<file path="src/rtl/refsel_pkg.sv">
package refsel_pkg;

    typedef enum logic [1:0] {
        MODE_FREE     = 2'b00,
        MODE_LOCK_A   = 2'b01,
        MODE_LOCK_B   = 2'b10,
        MODE_UNSTABLE = 2'b11
    } refsel_mode_e;

    typedef struct packed {
        refsel_mode_e mode;
        logic         alarm;
        logic         free_run;
    } refsel_verdict_t;

    localparam refsel_verdict_t VERDICT_RESET = '{mode: MODE_FREE, alarm: 1'b0, free_run: 1'b1};

    // Priority: force, then both lost, then selected lost, then tracking.
    function automatic refsel_verdict_t refsel_judge(
        input logic force_req,
        input logic use_a,
        input logic use_b,
        input logic pick_b,
        input logic lol,
        input logic blank
    );
        refsel_verdict_t v;
        logic pick_ok;
        pick_ok = pick_b ? use_b : use_a;
        if (force_req) begin
            v = VERDICT_RESET;
        end else if (!use_a && !use_b) begin
            v = '{mode: MODE_FREE, alarm: 1'b1, free_run: 1'b1};
        end else if (!pick_ok) begin
            v = '{mode: MODE_UNSTABLE, alarm: 1'b1, free_run: 1'b0};
        end else begin
            v.mode     = pick_b ? MODE_LOCK_B : MODE_LOCK_A;
            v.alarm    = lol && !blank;
            v.free_run = 1'b0;
        end
        return v;
    endfunction

endpackage

</file>
<file path="src/rtl/refsel_activity_mon.sv">
module refsel_activity_mon #(
    parameter int LOSS_CYCLES = 20,
    parameter int SYNC_STAGES = 2
) (
    input  logic clk,
    input  logic rst,
    input  logic ref_in,
    input  logic range_bad,
    output logic usable
);
    localparam int CW = $clog2(LOSS_CYCLES + 1);
    localparam logic [CW-1:0] LIMIT = CW'(LOSS_CYCLES);

    // chain[SYNC_STAGES-1] is the synchronized level, chain[SYNC_STAGES] its previous value
    logic [SYNC_STAGES:0] chain;
    logic                 rise;
    logic [CW-1:0]        quiet_cnt;

    always_ff @(posedge clk) begin
        if (rst) chain <= '0;
        else     chain <= {chain[SYNC_STAGES-1:0], ref_in};
    end

    assign rise = chain[SYNC_STAGES-1] && !chain[SYNC_STAGES];

    always_ff @(posedge clk) begin
        if (rst)                    quiet_cnt <= LIMIT;
        else if (rise)              quiet_cnt <= '0;
        else if (quiet_cnt != LIMIT) quiet_cnt <= quiet_cnt + 1'b1;
    end

    assign usable = (quiet_cnt != LIMIT) && !range_bad;

endmodule

</file>
<file path="src/rtl/refsel_qual_timer.sv">
module refsel_qual_timer #(
    parameter int BLANK_CYCLES = 30
) (
    input  logic clk,
    input  logic rst,
    input  logic sel_b,
    output logic blank
);
    localparam int CW = $clog2(BLANK_CYCLES + 1);

    logic          sel_seen;
    logic          sel_moved;
    logic [CW-1:0] left;

    assign sel_moved = (sel_b != sel_seen);

    always_ff @(posedge clk) begin
        if (rst) begin
            sel_seen <= 1'b0;
            left     <= '0;
        end else begin
            sel_seen <= sel_b;
            if (sel_moved)        left <= CW'(BLANK_CYCLES);
            else if (left != '0)  left <= left - 1'b1;
        end
    end

    assign blank = sel_moved || (left != '0);

endmodule

</file>
<file path="src/rtl/refsel_decide.sv">
module refsel_decide
    import refsel_pkg::*;
(
    input  logic            force_req,
    input  logic            use_a,
    input  logic            use_b,
    input  logic            pick_b,
    input  logic            lol,
    input  logic            blank,
    output refsel_verdict_t verdict
);
    always_comb begin
        verdict = refsel_judge(force_req, use_a, use_b, pick_b, lol, blank);
    end
endmodule

</file>
<file path="src/rtl/dual_ref_supervisor.sv">
module dual_ref_supervisor
    import refsel_pkg::*;
#(
    parameter int LOSS_CYCLES  = 20,
    parameter int BLANK_CYCLES = 30,
    parameter int SYNC_STAGES  = 2
) (
    input  logic       clk,
    input  logic       rst,
    input  logic       ref_a,
    input  logic       ref_b,
    input  logic       sel_b,
    input  logic       force_free,
    input  logic       range_bad_a,
    input  logic       range_bad_b,
    input  logic       lock_lost,
    input  logic       out_off,
    input  logic       osc_in,
    output logic       out_p,
    output logic       out_n,
    output logic       alarm,
    output logic       free_run,
    output logic [1:0] mode
);
    localparam int NREF = 2;

    logic [NREF-1:0] ref_vec;
    logic [NREF-1:0] bad_vec;
    logic [NREF-1:0] use_vec;
    logic            use_a;
    logic            use_b;
    logic            blank;
    refsel_verdict_t next_v;
    refsel_verdict_t cur_v;

    assign ref_vec = {ref_b, ref_a};
    assign bad_vec = {range_bad_b, range_bad_a};

    for (genvar i = 0; i < NREF; i++) begin : g_mon
        refsel_activity_mon #(
            .LOSS_CYCLES (LOSS_CYCLES),
            .SYNC_STAGES (SYNC_STAGES)
        ) u_mon (
            .clk       (clk),
            .rst       (rst),
            .ref_in    (ref_vec[i]),
            .range_bad (bad_vec[i]),
            .usable    (use_vec[i])
        );
    end

    assign use_a = use_vec[0];
    assign use_b = use_vec[1];

    refsel_qual_timer #(.BLANK_CYCLES(BLANK_CYCLES)) u_qual (
        .clk   (clk),
        .rst   (rst),
        .sel_b (sel_b),
        .blank (blank)
    );

    refsel_decide u_decide (
        .force_req (force_free),
        .use_a     (use_a),
        .use_b     (use_b),
        .pick_b    (sel_b),
        .lol       (lock_lost),
        .blank     (blank),
        .verdict   (next_v)
    );

    always_ff @(posedge clk) begin
        if (rst) cur_v <= VERDICT_RESET;
        else     cur_v <= next_v;
    end

    assign mode     = cur_v.mode;
    assign alarm    = cur_v.alarm;
    assign free_run = cur_v.free_run;

    assign out_p = out_off ? 1'b0 : osc_in;
    assign out_n = out_off ? 1'b1 : !osc_in;

endmodule

</file>
<file path="config.mk">
export PLATFORM = sky130hd
export DESIGN_NAME = dual_ref_supervisor
export DESIGN_NICKNAME = d
export VERILOG_FILES = /design/src/rtl/refsel_pkg.sv /design/src/rtl/refsel_activity_mon.sv /design/src/rtl/refsel_qual_timer.sv /design/src/rtl/refsel_decide.sv /design/src/rtl/dual_ref_supervisor.sv
export SDC_FILE = /design/constraint.sdc
export NUM_CORES = 1
export LEC_CHECK = 0
export BUFFER_PORTS_ARGS = -buffer_cell sky130_fd_sc_hd__buf_2
export CORE_MARGIN = 2
export CORE_UTILIZATION = 54
export CTS_CLUSTER_DIAMETER = 50
export DETAILED_ROUTE_END_ITERATION = 16
export GPL_ROUTABILITY_DRIVEN = 0
export PLACE_DENSITY = 0.76
export SKIP_LAST_GASP = 1
export SYNTH_ARGS = -nofsm -noshare
export SYNTH_HDL_FRONTEND = slang
export SYNTH_HIERARCHICAL = 1
export SYNTH_SLANG_ARGS = --single-unit
export TNS_END_PERCENT = 10
</file>
<file path="constraint.sdc">
create_clock -name clk -period 1.64 [get_ports clk]
set_input_delay 0.164 -clock clk [delete_from_list [all_inputs] [get_ports clk]]
set_output_delay 0.164 -clock clk [all_outputs]
set_load 0.005 [all_outputs]
</file>
==> flow_summary.toml <==
[status]
outcome = "complete, no violations"

[placement]
dp_hpwl_mm = 1.34
post-place-ws_ns = -0.000112
portBuffers = 16
dp_cells = 157

[floorplanning]
die_w_um = 50.0
die_h_um = 50.0
core-area_mm2 = 0.00198
dieArea_mm2 = 0.00250
num_rows = 16
initial_utilization_pct = 57.8
ios = 17

[synthesis]
ys_warn_count = 6
synth-edff-count = 0
yosys_register_bits = 26
syn_area_mm2 = 0.00114
ys_top_cells_by_area = "dfxtp_1 (45%), ha_1 (5.5%), nor2b_1 (4.4%)"
yosysMostFrequentCell = "dfxtp_1"
synth_area_leader_cell = "dfxtp_1"
syn_area_per_cell_um2 = 10.1
synth_top_area_share_pct = 45.5
yosys-top-cells-count = "dfxtp_1 (26), inv_1 (8), nor2b_1 (8), nor2_1 (7), nand3_1 (6)"
synthArstFlopShare_pct = 0
ys_seq_area_share_pct = 45.5
synth_ff_type = "dfxtp_1"
netlist_instances = 113
synth_cell_types = 31
synth_nets = 129

[clock_network]
numCtsBuffers = 3
htreeDepth = 1
clk_path_buf_depth = 2
clock_latency_ns = 0.32
cts_setup_buffers = 0
clockRootBuffer = "clkbuf_4"
cts.sinks = 26
cts_tree = "done"
path_clk_slew_ns = 0.14

[timing]
maxSlewHeadroom_pct = 69.0
tightest_slew_ns = 0.465
fin_crit_sh_pct = 96.4
max_freq_mhz = 633
slew_violations = 0
layout_min_cycle_time_ns = 1.58
setup_viol = 0
rsz0062_at_grt = "true"
finClkSkew_ns = 0.00423
setup_ws_ns = 0.0594
hold_viol = 0
tns_ns = 0

[power]
finalPower_uw = 1700
p_sw_share_pct = 28.7
p_switching_uw = 488
comb_power_share_pct = 29.2
power_frac_seq_pct = 45.2
pwr_density_cell_mw_per_mm2 = 1290
cellLeakagePower_uw = 0.000563
peakVddDrop_mv = 0.770
internal_power_uw = 1210
clock_power_share_pct = 25.5

[worst_setup_path]
r2r_start = "g_mon[0].u_mon/quiet_cnt[0]"
worstPathMaxFanout = 4
startpoint = "g_mon[0].u_mon/quiet_cnt[0]"
worstPathArrival_ns = 1.81
critical_path_class = "reg -> reg"
required_ns = 1.87
cp-start-kind = "register"
end_kind = "register"

[layout]
antenna_cells = 0
fin_cells = 161
syn2layout_area_growth_pct = 15.6
drive_gt1_share_pct = 24.6
fin_nets = 151
final_util_pct = 66.8

[drt]
top_layer = "met3"
dr.first_iter.drc_count = 9
drcViolationCount = 0
met2_wirelength_um = 836
wl_per_cell_um = 11.4
first_pass_iters = 4
vias = 833
ant_nets = 0
drt_wl_total_mm = 1.83
wl_met3_um = 92
via_per_inst = 5.17
wl_met1_um = 904

[global_routing]
overflow = 0
grt_pass1_wl_mm = 3.26
grt_max_degree = 27
track_usage_pct = 16.6
antenna_found_initial = 0
grt_pass1_vias = 802

[flow_run]
cap_violations = 0

[worst_hold_path]
min_path_type = "in -> reg"
min-delay-start = "ref_a"
power by group through the flow:
stage | combinational (uW) | sequential (uW) | clock, uW
after CTS | 498 | 770 | 448
after detailed placement | 490 | 784 | 0
after global routing | 561 | 782 | 474
final | 498 | 769 | 435
after floorplan | 392 | 771 | 0
after global placement | 476 | 777 | 0
state kept, by name, indices dropped and copies added, names as in the netlist:
signal	count
u_qual/left	5
free_run	1
mode	2
g_mon.u_mon/quiet_cnt	10
g_mon.u_mon/chain	6
u_qual/sel_seen	1
alarm	1
logic make-up (layout without fill, tap and decap cells):
| family | after synthesis | in the layout | synth area share (%) |
|---|---|---|---|
| adders and majority gates | 5 | 5 | 5.46 |
| and+or+nand+nor | 48 | 48 | 27.9 |
| xor gates and xnor gates | 8 | 8 | 6.12 |
| muxes | 5 | 5 | 4.59 |
| DFF | 26 | 26 | 45.5 |
| AOI/OAI and AO/OA | 13 | 13 | 7.87 |
| buffers and inverters | 8 | 29 | 2.62 |
cells in the final DEF, fill, tap and decap left out, types with 2 or more instances in the layout:
| cell | instances |
|---|---|
| nor4_1 | 2 |
| mux2i_1 | 3 |
| a21o_1 | 2 |
| clkbuf_4 | 3 |
| nand2_1 | 3 |
| and2b_1 | 2 |
| and2b_2 | 3 |
| xor2_1 | 4 |
| nor2_2 | 2 |
| dfxtp_1 | 26 |
| a31oi_1 | 2 |
| nor2_1 | 5 |
| ha_1 | 5 |
| nor3_1 | 2 |
| nand2b_1 | 3 |
| inv_1 | 8 |
| buf_2 | 16 |
| o21bai_1 | 3 |
| xnor2_1 | 4 |
| nor3_2 | 2 |
| and4b_4 | 2 |
| a21oi_1 | 3 |
| nor2b_1 | 8 |
| nand3_1 | 6 |
| mux2_1 | 2 |
| nand4b_1 | 2 |
| or3_1 | 2 |
cell type report:
class	count	area, um2
Clock buffer	3	22.5
Clock inverter	1	30.0
Fill cell	159	658
Inverter	8	30.0
Multi-Input combinational cell	79	599
Sequential cell	26	520
Tap cell	27	33.8
Timing Repair Buffer	17	87.6
stage by stage:
stage,area [um2],hold WS (ns)
global route,1320,0.0185
floorplan,1140,0.233
CTS,1320,0.0368
detailed placement,1270,0.383
global placement,1270,0.381
finish,1320,0.0447
critical path: stages, from the launching register on:
cell	delay, ns
dfxtp_1	0.39
inv_1	0.08
ha_1	0.21
and4b_4	0.20
nor2_2	0.18
mux2i_1	0.20
nor2_1	0.04
and2b_2	0.18
final timing paths:
kind | endpoint | slack, ns | cells past startpoint
max | mode[1] | 0.06 | 7
min | g_mon[0].u_mon/chain[0] | 0.04 | 2
max reg2reg | mode[1] | 0.06 | 7
min reg2reg | g_mon[0].u_mon/chain[1] | 0.46 | 1
layer usage:
layer / vias up / GRT usage [%]
met5: - / 0
met4: 0 / 2.78
met3: 0 / 5.76
met2: 19 / 27.9
met1: 387 / 20.6
li1: 427 / -
repair_timing:
item,CTS,global route
hold buffers,0,0
setup endpoints to repair,2,4
gates resized for setup,1,1
gates cloned,0,0
endpoints found under the hold margin,0,0
Power figures use the tool's default switching activity.
